--- config.mk ---
export PLATFORM = sky130hd
export DESIGN_NAME = trig_chain
export DESIGN_NICKNAME = d
export VERILOG_FILES = /design/src/rtl/trig_pkg.sv /design/src/rtl/trig_regbank.sv /design/src/rtl/trig_stage_match.sv /design/src/rtl/trig_sequencer.sv /design/src/rtl/trig_chain.sv
export SDC_FILE = /design/constraint.sdc
export NUM_CORES = 1
export LEC_CHECK = 0
export BUFFER_PORTS_ARGS = -buffer_cell sky130_fd_sc_hd__buf_2
export CAP_MARGIN = 10
export CORE_MARGIN = 4
export CORE_UTILIZATION = 60
export DETAILED_ROUTE_END_ITERATION = 7
export PLACE_DENSITY_LB_ADDON = 0.08
export SLEW_MARGIN = 25
export SYNTH_ARGS = -nofsm -noshare
export SYNTH_HDL_FRONTEND = slang
export SYNTH_SLANG_ARGS = --single-unit
--- constraint.sdc ---
create_clock -name clk -period 4.75 [get_ports clk]
set_input_delay 0 -clock clk [delete_from_list [all_inputs] [get_ports clk]]
set_output_delay 0 -clock clk [all_outputs]
set_load 0.01 [all_outputs]
--- src/rtl/trig_pkg.sv ---
`timescale 1ns/1ps
package trig_pkg;

    // config word field positions (software-visible)
    localparam int CFG_LVL_LSB  = 16;
    localparam int CFG_FIRE_BIT = 27;

    // register bank selected by the low two address bits of a stage slot
    typedef enum logic [1:0] {
        BANK_MASK  = 2'd0,
        BANK_VALUE = 2'd1,
        BANK_CFG   = 2'd2,
        BANK_NONE  = 2'd3
    } bank_e;

    typedef struct packed {
        logic armed;
        logic fired;
    } seq_flags_t;

    function automatic logic stage_hit(input logic [31:0] smp,
                                       input logic [31:0] msk,
                                       input logic [31:0] val);
        return ((smp ^ val) & msk) == '0;
    endfunction

endpackage

--- src/rtl/trig_regbank.sv ---
`timescale 1ns/1ps
module trig_regbank
    import trig_pkg::*;
#(
    parameter int NUM_STAGES = 4,
    parameter int DATA_W     = 32,
    parameter int ADDR_W     = 8,
    parameter int LVL_W      = 2,
    parameter logic [ADDR_W-1:0] BASE_ADDR = 8'hC0
) (
    input  logic                              clk,
    input  logic                              rst,
    input  logic                              we,
    input  logic [ADDR_W-1:0]                 addr,
    input  logic [31:0]                       wdata,
    output logic [NUM_STAGES-1:0][DATA_W-1:0] mask_q,
    output logic [NUM_STAGES-1:0][DATA_W-1:0] value_q,
    output logic [NUM_STAGES-1:0][LVL_W-1:0]  lvl_q,
    output logic [NUM_STAGES-1:0]             fire_q
);
    localparam int SEL_W = (NUM_STAGES > 1) ? $clog2(NUM_STAGES) : 1;
    localparam logic [ADDR_W-1:0] SPAN = ADDR_W'(4 * NUM_STAGES);

    logic [ADDR_W-1:0] offs;
    logic              in_win;
    logic [SEL_W-1:0]  sel;
    bank_e             bank;

    always_comb begin
        offs   = addr - BASE_ADDR;
        in_win = (addr >= BASE_ADDR) && (offs < SPAN);
        sel    = SEL_W'(offs >> 2);
        bank   = bank_e'(offs[1:0]);
    end

    for (genvar s = 0; s < NUM_STAGES; s++) begin : g_stage
        logic hit_s;
        assign hit_s = we && in_win && (sel == SEL_W'(s));
        always_ff @(posedge clk) begin
            if (rst) begin
                mask_q[s]  <= '0;
                value_q[s] <= '0;
                lvl_q[s]   <= '0;
                fire_q[s]  <= 1'b0;
            end else if (hit_s) begin
                case (bank)
                    BANK_MASK:  mask_q[s]  <= wdata[DATA_W-1:0];
                    BANK_VALUE: value_q[s] <= wdata[DATA_W-1:0];
                    BANK_CFG: begin
                        lvl_q[s]  <= wdata[CFG_LVL_LSB +: LVL_W];
                        fire_q[s] <= wdata[CFG_FIRE_BIT];
                    end
                    default: ;
                endcase
            end
        end
    end

    // writes outside the stage window leave every stage untouched
    a_r1_ignore_foreign_addr: assert property (@(posedge clk) disable iff (rst)
        (we && !in_win) |=> ($stable(mask_q) && $stable(value_q)
                              && $stable(lvl_q) && $stable(fire_q)));

    // the unused fourth slot of a stage writes nothing
    a_r1_ignore_spare_slot: assert property (@(posedge clk) disable iff (rst)
        (we && in_win && bank == BANK_NONE) |=> ($stable(mask_q) && $stable(value_q)
                                                  && $stable(lvl_q) && $stable(fire_q)));

endmodule

--- src/rtl/trig_stage_match.sv ---
`timescale 1ns/1ps
module trig_stage_match
    import trig_pkg::*;
#(
    parameter int DATA_W = 32,
    parameter int LVL_W  = 2
) (
    input  logic [DATA_W-1:0] smp,
    input  logic [DATA_W-1:0] msk,
    input  logic [DATA_W-1:0] val,
    input  logic [LVL_W-1:0]  stage_lvl,
    input  logic [LVL_W-1:0]  cur_lvl,
    input  logic              fire,
    output logic              hit_fire,
    output logic              hit_adv
);
    logic eligible;
    logic match;

    always_comb begin
        eligible = (stage_lvl <= cur_lvl);
        match    = stage_hit(32'(smp), 32'(msk), 32'(val));
        hit_fire = eligible && match && fire;
        hit_adv  = eligible && match && !fire;
    end
endmodule

--- src/rtl/trig_sequencer.sv ---
`timescale 1ns/1ps
module trig_sequencer
    import trig_pkg::*;
#(
    parameter int NUM_STAGES = 4,
    parameter int LVL_W      = 2
) (
    input  logic                  clk,
    input  logic                  rst,
    input  logic                  clr,
    input  logic                  run,
    input  logic                  valid,
    input  logic [NUM_STAGES-1:0] hit_fire,
    input  logic [NUM_STAGES-1:0] hit_adv,
    output logic [LVL_W-1:0]      level_q,
    output logic                  trig_q
);
    localparam logic [LVL_W-1:0] TOP_LVL = LVL_W'(NUM_STAGES - 1);

    seq_flags_t flags_q;
    logic       eval;

    assign eval = flags_q.armed && !flags_q.fired && valid;

    always_ff @(posedge clk) begin
        if (rst) begin
            flags_q <= '0;
            level_q <= '0;
            trig_q  <= 1'b0;
        end else begin
            trig_q <= 1'b0;
            if (clr) begin
                flags_q <= '0;
                level_q <= '0;
            end else begin
                if (run)
                    flags_q.armed <= 1'b1;
                if (eval) begin
                    if (|hit_fire) begin
                        trig_q        <= 1'b1;
                        flags_q.fired <= 1'b1;
                    end else if (|hit_adv && level_q != TOP_LVL) begin
                        level_q <= level_q + 1'b1;
                    end
                end
            end
        end
    end

    // the trigger is a single-cycle pulse
    a_r5_one_cycle: assert property (@(posedge clk) disable iff (rst)
        trig_q |=> !trig_q);
    // once fired, silence until cleared
    a_r6_once_per_arming: assert property (@(posedge clk) disable iff (rst)
        (flags_q.fired && !clr) |=> !trig_q);
    // invalid samples change nothing
    a_r7_invalid_idle: assert property (@(posedge clk) disable iff (rst)
        (!valid && !clr) |=> ($stable(level_q) && !trig_q));
    // clear returns progress to zero without a pulse
    a_r8_clear: assert property (@(posedge clk) disable iff (rst)
        clr |=> (level_q == '0 && !trig_q));
    // progress only moves up by one, unless cleared
    a_r4_step_up: assert property (@(posedge clk) disable iff (rst)
        !clr |=> (level_q == $past(level_q) || level_q == $past(level_q) + 1'b1));
    // nothing happens before arming
    a_r9_needs_arm: assert property (@(posedge clk) disable iff (rst)
        !flags_q.armed |=> (!trig_q && $stable(level_q)));

endmodule

--- src/rtl/trig_chain.sv ---
`timescale 1ns/1ps
module trig_chain
    import trig_pkg::*;
#(
    parameter int NUM_STAGES = 4,
    parameter int DATA_W     = 32,
    parameter int ADDR_W     = 8,
    parameter logic [ADDR_W-1:0] BASE_ADDR = 8'hC0
) (
    input  logic              clk,
    input  logic              rst,
    input  logic              cfg_we,
    input  logic [ADDR_W-1:0] cfg_addr,
    input  logic [31:0]       cfg_wdata,
    input  logic              run_stb,
    input  logic              clr_stb,
    input  logic              smp_valid,
    input  logic [DATA_W-1:0] smp_data,
    output logic              trig_pulse
);
    localparam int LVL_W = (NUM_STAGES > 1) ? $clog2(NUM_STAGES) : 1;

    logic [NUM_STAGES-1:0][DATA_W-1:0] mask_q;
    logic [NUM_STAGES-1:0][DATA_W-1:0] value_q;
    logic [NUM_STAGES-1:0][LVL_W-1:0]  lvl_q;
    logic [NUM_STAGES-1:0]             fire_q;
    logic [NUM_STAGES-1:0]             hit_fire;
    logic [NUM_STAGES-1:0]             hit_adv;
    logic [LVL_W-1:0]                  level;

    trig_regbank #(
        .NUM_STAGES(NUM_STAGES), .DATA_W(DATA_W), .ADDR_W(ADDR_W),
        .LVL_W(LVL_W), .BASE_ADDR(BASE_ADDR)
    ) u_regs (
        .clk(clk), .rst(rst), .we(cfg_we), .addr(cfg_addr), .wdata(cfg_wdata),
        .mask_q(mask_q), .value_q(value_q), .lvl_q(lvl_q), .fire_q(fire_q)
    );

    for (genvar s = 0; s < NUM_STAGES; s++) begin : g_cmp
        trig_stage_match #(.DATA_W(DATA_W), .LVL_W(LVL_W)) u_cmp (
            .smp(smp_data), .msk(mask_q[s]), .val(value_q[s]),
            .stage_lvl(lvl_q[s]), .cur_lvl(level), .fire(fire_q[s]),
            .hit_fire(hit_fire[s]), .hit_adv(hit_adv[s])
        );
    end

    trig_sequencer #(.NUM_STAGES(NUM_STAGES), .LVL_W(LVL_W)) u_seq (
        .clk(clk), .rst(rst), .clr(clr_stb), .run(run_stb), .valid(smp_valid),
        .hit_fire(hit_fire), .hit_adv(hit_adv), .level_q(level), .trig_q(trig_pulse)
    );

    // no trigger in the cycle after reset is released
    a_r10_quiet_after_reset: assert property (@(posedge clk)
        $fell(rst) |-> !trig_pulse);

endmodule

Yosys cells after proc, flatten, opt, wreduce, memory -nomap -nowiden
Index checks and enable logic that the tools add are counted.

Flip-flop bits (word level): 273. Input port bits: 78. Output and inout bits: 1. Logic and storage cells: 95.

Add/sub/neg operators: 2. Magnitude comparators: 6. Eq/ne operators: 6. Mux-type cells: 1. Bitwise operators: 10. Reduce and logical (&&, ||, !) cells: 50.

Operators with widths (count): $and A32 B32 Y32 (4); $logic_not A32 Y1 (4); $xor A32 B32 Y32 (4); $reduce_and A2 Y1 (13); $logic_and A1 B1 Y1 (21); $ge A8 B8 Y1 const B (1); $le A2 B2 Y1 (4); $lt A8 B5 Y1 const B (1); $reduce_or A4 Y1 (2); $sub A8 B8 Y8 const B (1); $eq A2 B2 Y1 const B (3); $logic_not A1 Y1 (5); $eq A2 B1 Y1 const B (2); $logic_not A2 Y1 (2); $reduce_and A3 Y1 (1); $reduce_or A3 Y1 (1); $add A2 B1 Y2 const B (1); $ne A2 B2 Y1 const B (1); $not A1 Y1 (2); $reduce_or A2 Y1 (1); $mux W1 (1).

Logic depth before layout (Yosys ltp)
Gate-level depths: netlist of run 1.

Word-level depth: 8. Mapped depth: 10.

By module
Synthesis of run 1 repeated with hierarchy kept, for this count alone.

Cell total of the unflattened synthesis: 1230. Area total of the unflattened synthesis: 12838.6 um^2.

Modules (own cells, without submodules): trig_regbank (instances 1, cells each 952, area an instance 10518.8 um^2); trig_stage_match (instances 4, cells each 64, area an instance 524.3 um^2); trig_sequencer (instances 1, cells each 22, area an instance 222.7 um^2).

Worst setup path before layout of run 1
No wires, ideal clock.

Path type: register to register. Start: reg u_seq.level_q[1]. End: reg u_seq.level_q[0]. Setup time: 70 ps. Data arrival time: 2345 ps. Data required time: 4680 ps. Slack: 2335 ps. Cell stages (with the launch flop): 11. Path buffers: 0. Clock period less this slack: 2415 ps. Cells stage by stage: dfxtp_1 > inv_1 > ha_1 > nor2b_2 > o21ai_2 > nand3_1 > or4_4 > nor3_2 > nor4_1 > or4_1 > a21oi_1.

Cells in the longest elaborated chain, start to end: 6.

RTL lines: start: declaration (line trig_sequencer.sv:15) `output logic [LVL_W-1:0] level_q,`; start signal: assignment (line trig_sequencer.sv:43) `level_q <= level_q + 1'b1;`; $le A2 B2 Y1 (line trig_stage_match.sv:21) `eligible = (stage_lvl <= cur_lvl);`; $logic_and A1 B1 Y1 (line trig_stage_match.sv:23, trig_stage_match.sv:24); $logic_and A1 B1 Y1, on equally long branches (line trig_stage_match.sv:24, trig_stage_match.sv:23); $reduce_or A4 Y1, on equally long branches (line trig_sequencer.sv:42, trig_sequencer.sv:39); $logic_and A1 B1 Y1 / $not A1 Y1 (equally long branches); $reduce_and A3 Y1 (no line) *.

Mark *: on every way between the ends. The rest lies on a longest branch, timed or not. A chain may end at the register's enable or synchronous reset.

Final worst setup path of run 1
Start: reg u_seq.level_q[1]. End: reg u_seq.flags_q[0] (netlist name).

Cells in the longest elaborated chain, start to end: 5.

RTL lines: $le A2 B2 Y1 (line trig_stage_match.sv:21); $logic_and A1 B1 Y1 (2 in series) (line trig_stage_match.sv:23) `hit_fire = eligible && match && fire;`; $reduce_or A4 Y1 * (line trig_sequencer.sv:39) `if (|hit_fire) begin`; $reduce_and A2 Y1 (no line) *; end: declaration (line trig_sequencer.sv:20) `seq_flags_t flags_q;`.

Marked as above.

==> results of run 1 <==
-- sequential cells by signal, indices dropped and copies added (netlist names) --
signal	flops
u_seq.flags_q	2
u_seq.level_q	2
u_regs.lvl_q	8
u_regs.fire_q	4
u_seq.trig_q	1
u_regs.mask_q	128
u_regs.value_q	128
-- where the power goes --
part / switching [mW] / internal [mW] / total, mW
sequential: 0.00218 / 2.29 / 2.29
clock: 0.910 / 1.26 / 2.17
combinational: 0.169 / 0.0768 / 0.246
total: 1.08 / 3.63 / 4.71
-- through the flow --
stage	util	power [mW]	cells	area, um^2	setup WS (ns)
global placement	0.640	2.56	1730	12100	2.18
global route	0.708	4.82	1819	13400	1.49
finish	0.708	4.71	1819	13400	1.70
detailed placement	0.640	2.56	1730	12100	2.15
floorplan	-	2.46	1489	11700	2.33
CTS	0.708	4.72	1819	13400	1.71
-- critical path, delay by kind of cell, from the launching register on --
family                   cells  cell delay (ns)
AO/OA/AOI/OAI                3             0.62
AND/OR/NAND/NOR              4             1.02
flip-flops                   1             0.36
buffers and inverters        2             0.69
adder cells (fa/ha/maj)      1             0.32
-- kinds of logic after synthesis --
family,after synthesis
compound gates,331
xor+xnor,128
fa+ha+maj,9
buf+inv,123
flops,273
mux,12
simple gates,613
-- layout by cell type, fill, tap and decap left out, types with 2 or more instances in the layout --
master	n
sky130_fd_sc_hd__a21oi_1	258
sky130_fd_sc_hd__a221oi_1	3
sky130_fd_sc_hd__a222oi_1	3
sky130_fd_sc_hd__a22o_1	6
sky130_fd_sc_hd__a22oi_1	49
sky130_fd_sc_hd__and3_1	5
sky130_fd_sc_hd__and3b_1	2
sky130_fd_sc_hd__and4_1	2
sky130_fd_sc_hd__buf_2	77
sky130_fd_sc_hd__buf_4	19
sky130_fd_sc_hd__clkbuf_1	3
sky130_fd_sc_hd__clkbuf_16	29
sky130_fd_sc_hd__clkbuf_8	7
sky130_fd_sc_hd__clkinv_2	10
sky130_fd_sc_hd__clkinvlp_4	3
sky130_fd_sc_hd__dfxtp_1	273
sky130_fd_sc_hd__dlygate4sd3_1	37
sky130_fd_sc_hd__ha_1	9
sky130_fd_sc_hd__inv_1	7
sky130_fd_sc_hd__mux2i_1	12
sky130_fd_sc_hd__nand2_1	525
sky130_fd_sc_hd__nand2b_1	2
sky130_fd_sc_hd__nand3_1	7
sky130_fd_sc_hd__nand4_1	12
sky130_fd_sc_hd__nor2_1	22
sky130_fd_sc_hd__nor2_2	4
sky130_fd_sc_hd__nor2b_1	4
sky130_fd_sc_hd__nor3_1	4
sky130_fd_sc_hd__nor3_2	5
sky130_fd_sc_hd__nor4_1	5
sky130_fd_sc_hd__o21ai_0	2
sky130_fd_sc_hd__o21ba_2	2
sky130_fd_sc_hd__o31ai_1	2
sky130_fd_sc_hd__or2_2	4
sky130_fd_sc_hd__or3_1	3
sky130_fd_sc_hd__xor2_1	128
-- layer usage --
layer / wire (um) / up-vias / track usage / share of wire
met1: 14800 / 4907 / 0.453 / 0.41
met3: 3330 / 81 / 0.0521 / 0.092
met4: 1420 / 0 / 0.119 / 0.039
li1: - / 4997 / - / -
met5: 0 / - / 0 / 0
met2: 16500 / 443 / 0.522 / 0.46
-- layout make-up --
cell class              count  share of cell area
clock buffers              38              0.0612
clock inverters            14             0.00767
inverters                   7             0.00196
flip-flops and latches    273               0.408
well taps                 260              0.0243
repair buffers            134              0.0681
multi-input cells        1093               0.428
-- worst paths after layout --
path,slack (ns),endpoint,start
worst min register to register,0.45,u_regs.mask_q[21],u_regs.mask_q[21]
worst max register to register,1.70,u_seq.flags_q[0],u_seq.level_q[1]
worst max-delay path,1.70,u_seq.flags_q[0],u_seq.level_q[1]
worst min-delay path,0.06,u_regs.lvl_q[7],rst
-- timing repair --
item | 4_1_cts | 5_1_grt
hold buffers | 37 | 0
resized for setup | 0 | 0
endpoints found under the hold margin | 273 | 0
==> run metrics, run 1 <==
area of combinational cells with multiple inputs 5730 um^2; launching element type of the critical path register; standard-cell row count 50; setup TNS after final layout 0 ns; Syn Nets 1576; Filler Cells Inserted 1582; starting utilization of the core area 0.617; largest cells by area after synthesis sky130_fd_sc_hd__dfxtp_1 (47%), sky130_fd_sc_hd__nand2_1 (17%), sky130_fd_sc_hd__a21oi_1 (11%); post-synth design cell area 11700 um^2; Tmin final 3.05 ns; total wirelength of the detailed-routed design 36100 um; peak per-stage delay on the critical path 0.57 ns; fraction of synthesized cell area in xor and xnor cells 0.0961; combinational family with the most area after synthesis simple AND/OR/NAND/NOR gates; path type of the worst setup path reg2reg; residual overflow from global routing 0; count of antenna diodes in the layout 0; worst IR drop on VDD 0.348 mV; post-detailed-route DRC marker count 0; Setup Buffers After CTS 0; leakage 5.00 nW; Final HPWL DP 23300 um; Primary FF master, synth sky130_fd_sc_hd__dfxtp_1; share of flip-flops with an asynchronous set or reset after synthesis 0; sequential-to-total area share from yosys stat 0.468; synthesized-area fraction occupied by adder cells 0.00965; die extent in x 147 um; ratio of cells with drive above 1 in the final layout 0.108; category of the worst setup path capture point register; Hold WC Path Type in2reg; area share of the largest cell type after synthesis 0.468; number of CTS-inserted buffers 28; sequential cell area 5470 um^2; number of global-route vias before repair 9677; global-route wire length before repair 55400 um; final hold slack 0.0645 ns; crit-path max FO 4; ratio of final minimum period to clock period 0.642; overall die area 21700 um^2; DRC marker count from the first detailed-route iteration 1007; Total GRT Usage 0.327; maximum count of clock buffers along a single path 3; number of iterations in the first detailed-routing pass 5; clock-pin slew on the worst setup and hold paths 0.06 ns; number of flops mapped to enable cells by yosys 0; average size of a mapped cell 7.83 um^2; Compound-Gate Fraction of Synth Area 0.160; Ports 79; sinks on the clock net 273; leading cell types by count after synthesis sky130_fd_sc_hd__nand2_1 (525), sky130_fd_sc_hd__dfxtp_1 (273), sky130_fd_sc_hd__a21oi_1 (258), sky130_fd_sc_hd__xor2_1 (128), sky130_fd_sc_hd__clkbuf_1 (87); number of synthesized register bits 273; mux share of post-synthesis cell area 0.0103; peak clock frequency supported by timing 328 MHz; Clk Latency, worst-skew pair 0.54 ns; Slew headroom 0.295; slowest stage cell, crit path sky130_fd_sc_hd__dlygate4sd3_1; Arrival @ worst endpoint 3.54 ns; CTS H-tree depth 1; routed length per instance 19.8 um; routed vias/inst 5.73; cell with the most instances after synthesis sky130_fd_sc_hd__nand2_1; number of failing hold endpoints at the final stage 0; Min-Delay Path Depth 2; Synth Warn # 0; CTS tree built; number of nets with antenna violations after routing 0; Final Setup Violations 0; Vias 10.4k; final weighted congestion in routability-driven placement 0.896; Syn Inst Count 1489; pin count of the biggest net entering global routing 101; status completed; ratio of total power to cell area 352 nW/um^2; total count of max-transition violations in the final report 0; Synth area leader sky130_fd_sc_hd__dfxtp_1; cell-by-cell trace of the critical path inv_1, ha_1, nor2b_2, o21ai_2, nand3_1, or4_4, o311ai_2, nor3b_2, dlygate4sd3_1, a21o_1; core area 18900 um^2; maximum clock skew at final layout 0.0139 ns; synthesis-to-finish area growth 14.7%; transition time of the tightest slew-check pin 1.05 ns; RSZ-0062 raised after global routing no; Die Span Y 147 um; number of maximum-capacitance violations 0; area fraction in and, or, nand and nor cells after synthesis 0.212; worst path required time 5.24 ns; quantity of I/O buffers inserted on ports 78; unique cell type count in the Yosys netlist 42; CTS Root Cell sky130_fd_sc_hd__clkbuf_16; number of antenna violations at the first check in global routing 0; Final Net Count 1624; depth of the worst register-to-register path 10
Note: power is estimated with default switching activity, not from simulation.
==> inputs of run 2 (changes only) <==
--- a/config.mk
+++ b/config.mk
@@ -8,7 +8,7 @@
 export BUFFER_PORTS_ARGS = -buffer_cell sky130_fd_sc_hd__buf_2
 export CAP_MARGIN = 10
 export CORE_MARGIN = 4
-export CORE_UTILIZATION = 60
+export CORE_UTILIZATION = 54
 export DETAILED_ROUTE_END_ITERATION = 7
 export PLACE_DENSITY_LB_ADDON = 0.08
 export SLEW_MARGIN = 25
==> constraint.sdc (replaced) <==
create_clock -name clk -period 2.5 [get_ports clk]
set_input_delay 0 -clock clk [delete_from_list [all_inputs] [get_ports clk]]
set_output_delay 0 -clock clk [all_outputs]
set_load 0.01 [all_outputs]
==> run 2 against run 1 <==
Clock-buffer cell count is 9 higher. Global-route usage is 1.7 points lower. First-iteration DRC count is 0.50% lower. Critical path depth is 2 lower. Combinational power is 99% higher. Maximum frequency is 26% higher. Core utilization is 6.4 points lower. Sequential cell count stayed put. Setup slack worse by 1.6 ns. Wire length is 5.9% higher. Critical endpoint is now u_seq.level_q[0]. Largest cell class unchanged. Highest routed layer is now met5.
==> run metrics, run 2 (synthesis results as in run 1) <==
CTS tree built; routed length per instance 20.7 um (+4.3%); quantity of I/O buffers inserted on ports 78 (unchanged); Slew headroom 0.418 (+0.123); standard-cell row count 53 (+6.0%); Hold WC Path Type in2reg; ratio of final minimum period to clock period 0.968 (+0.326); path type of the worst setup path reg2reg; maximum count of clock buffers along a single path 3 (unchanged); number of maximum-capacitance violations 0 (unchanged); category of the worst setup path capture point register; CTS Root Cell sky130_fd_sc_hd__clkbuf_16; worst IR drop on VDD 0.503 mV (+45%); Clk Latency, worst-skew pair 0.56 ns (+0.02 ns); final core area utilization 0.645 (-0.0638); sinks on the clock net 273 (unchanged); top routing layer in use met5; leading registers by flop count u_regs.mask_q x128, u_regs.value_q x128, u_regs.lvl_q x8; number of CTS-inserted buffers 29 (+3.6%); number of nets with antenna violations after routing 0 (unchanged); top library cells by usage in the layout, fill and taps aside sky130_fd_sc_hd__nand2_1 (525), sky130_fd_sc_hd__dfxtp_1 (272), sky130_fd_sc_hd__a21oi_1 (258); status completed; slowest stage cell, crit path sky130_fd_sc_hd__or4_4; critical register-to-register path startpoint u_regs.value_q[86]; post-detailed-route DRC marker count 0 (unchanged); number of failing hold endpoints at the final stage 0 (unchanged); peak per-stage delay on the critical path 0.54 ns (-0.03 ns); DRC marker count from the first detailed-route iteration 1002 (-0.50%); maximum clock skew at final layout 0.0122 ns (-0.00171 ns); worst path required time 2.98 ns (-2.26 ns); total wirelength of the detailed-routed design 38200 um (+5.9%); clock-pin slew on the worst setup and hold paths 0.06 ns (about the same); Tmin final 2.42 ns (-0.630 ns); overall die area 24000 um^2 (+10%); Vias 10.5k (+0.86%); Die Span Y 155 um (+5.1%); launching element type of the critical path register; final standard cell area without fillers 13600 um^2 (+1.9%); ratio of cells with drive above 1 in the final layout 0.120 (+0.0120); peak clock frequency supported by timing 413 MHz (+26%); cell-by-cell trace of the critical path xor2_1, a22oi_1, nand4_1, or4_4, nor3_4, nor4_1, or4_1, a21oi_1; commonest non-fill, non-tap cell in the layout sky130_fd_sc_hd__nand2_1; Final Net Count 1636 (+0.74%); final weighted congestion in routability-driven placement 0.916 (+2.3%); wire length on met1 16300 um (+9.6%); number of antenna violations at the first check in global routing 2 (+2); number of global-route vias before repair 9658 (-0.20%); global-route wire length before repair 57700 um (+4.1%); hold path startpoint rst; total met2 wirelength after detailed routing 17400 um (+5.6%); crit-path max FO 3 (-1); routed length on met3 3330 um (unchanged); die extent in x 155 um (+5.1%); Arrival @ worst endpoint 2.90 ns (-0.64 ns); number of iterations in the first detailed-routing pass 5 (unchanged); leakage 5.07 nW (+1.5%); ratio of total power to cell area 667 nW/um^2 (+89%); total count of max-transition violations in the final report 0 (unchanged); setup TNS after final layout 0 ns (unchanged); Final HPWL DP 24000 um (+3.0%); pin count of the biggest net entering global routing 124 (+23%); transition time of the tightest slew-check pin 0.874 ns (-0.181 ns); routed vias/inst 5.70 (-0.61%); Ports 79 (unchanged); cell family contributing the most delay on the critical path simple AND/OR/NAND/NOR gates; core area 21200 um^2 (+12%); Total GRT Usage 0.310 (-0.0175); synthesis-to-finish area growth 16.9%; cell area after placement 12200 um^2 (+0.88%); Buf/Inv on CP 0 (-2); CTS H-tree depth 1 (unchanged); Critical Path Source u_regs.value_q[86]; Final Setup Violations 0 (unchanged); residual overflow from global routing 0 (unchanged); starting utilization of the core area 0.551 (-0.0660)
-- run 2: final timing paths --
check	cells past startpoint	slack [ns]	endpoint
max	8	0.08	u_seq.level_q[0]
min	2	0.1	u_regs.lvl_q[6]
max reg2reg	8	0.08	u_seq.level_q[0]
min reg2reg	2	0.45	u_regs.mask_q[115]
-- run 2: routing by layer --
metal	up-vias	track usage
li1	5012	-
met1	5000	0.433
met2	422	0.493
met3	82	0.0581
met4	2	0.0879
met5	-	0
-- run 2: cell type report --
type	count	area (um^2)
inverters	7	26.3
fillers	1869	7520
flip-flops and latches	273	5470
repair buffers	145	1010
multi-input cells	1093	5850
well taps	275	344
diodes	1	2.50
clock inverters	5	65.1
clock buffers	47	873
-- run 2: worst reg2reg max path, delay by kind of cell (launching register included) --
family          cells  cell delay (ns)
compound gates      2             0.42
xor+xnor            1             0.16
flops               1             0.32
simple gates        5             1.46
-- run 2: stage by stage --
stage               setup slack (ns)  cells  total power, mW  hold slack, ns
global route                -0.00146   1845             9.32           0.148
detailed placement            -0.112   1755             4.89           0.223
floorplan                     0.0849   1489             4.68           0.116
CTS                          0.00704   1844             9.11           0.101
finish                        0.0800   1846             9.09          0.0991
global placement             -0.0509   1755             4.89           0.213
-- run 2: power by group --
group          internal [mW]  switching, mW
Sequential              4.36        0.00393
Clock                   2.48           1.76
Combinational          0.153          0.336
Total                   6.99           2.10
-- run 2: repair_timing --
item                                    4_1_cts  5_1_grt
hold endpoints to repair                    273        0
setup buffers                                 1        1
gates resized for setup                       5       15
gates cloned                                  0        0
endpoints found under the setup margin        3        4
hold buffers                                 36        0
pin swaps                                     5       17
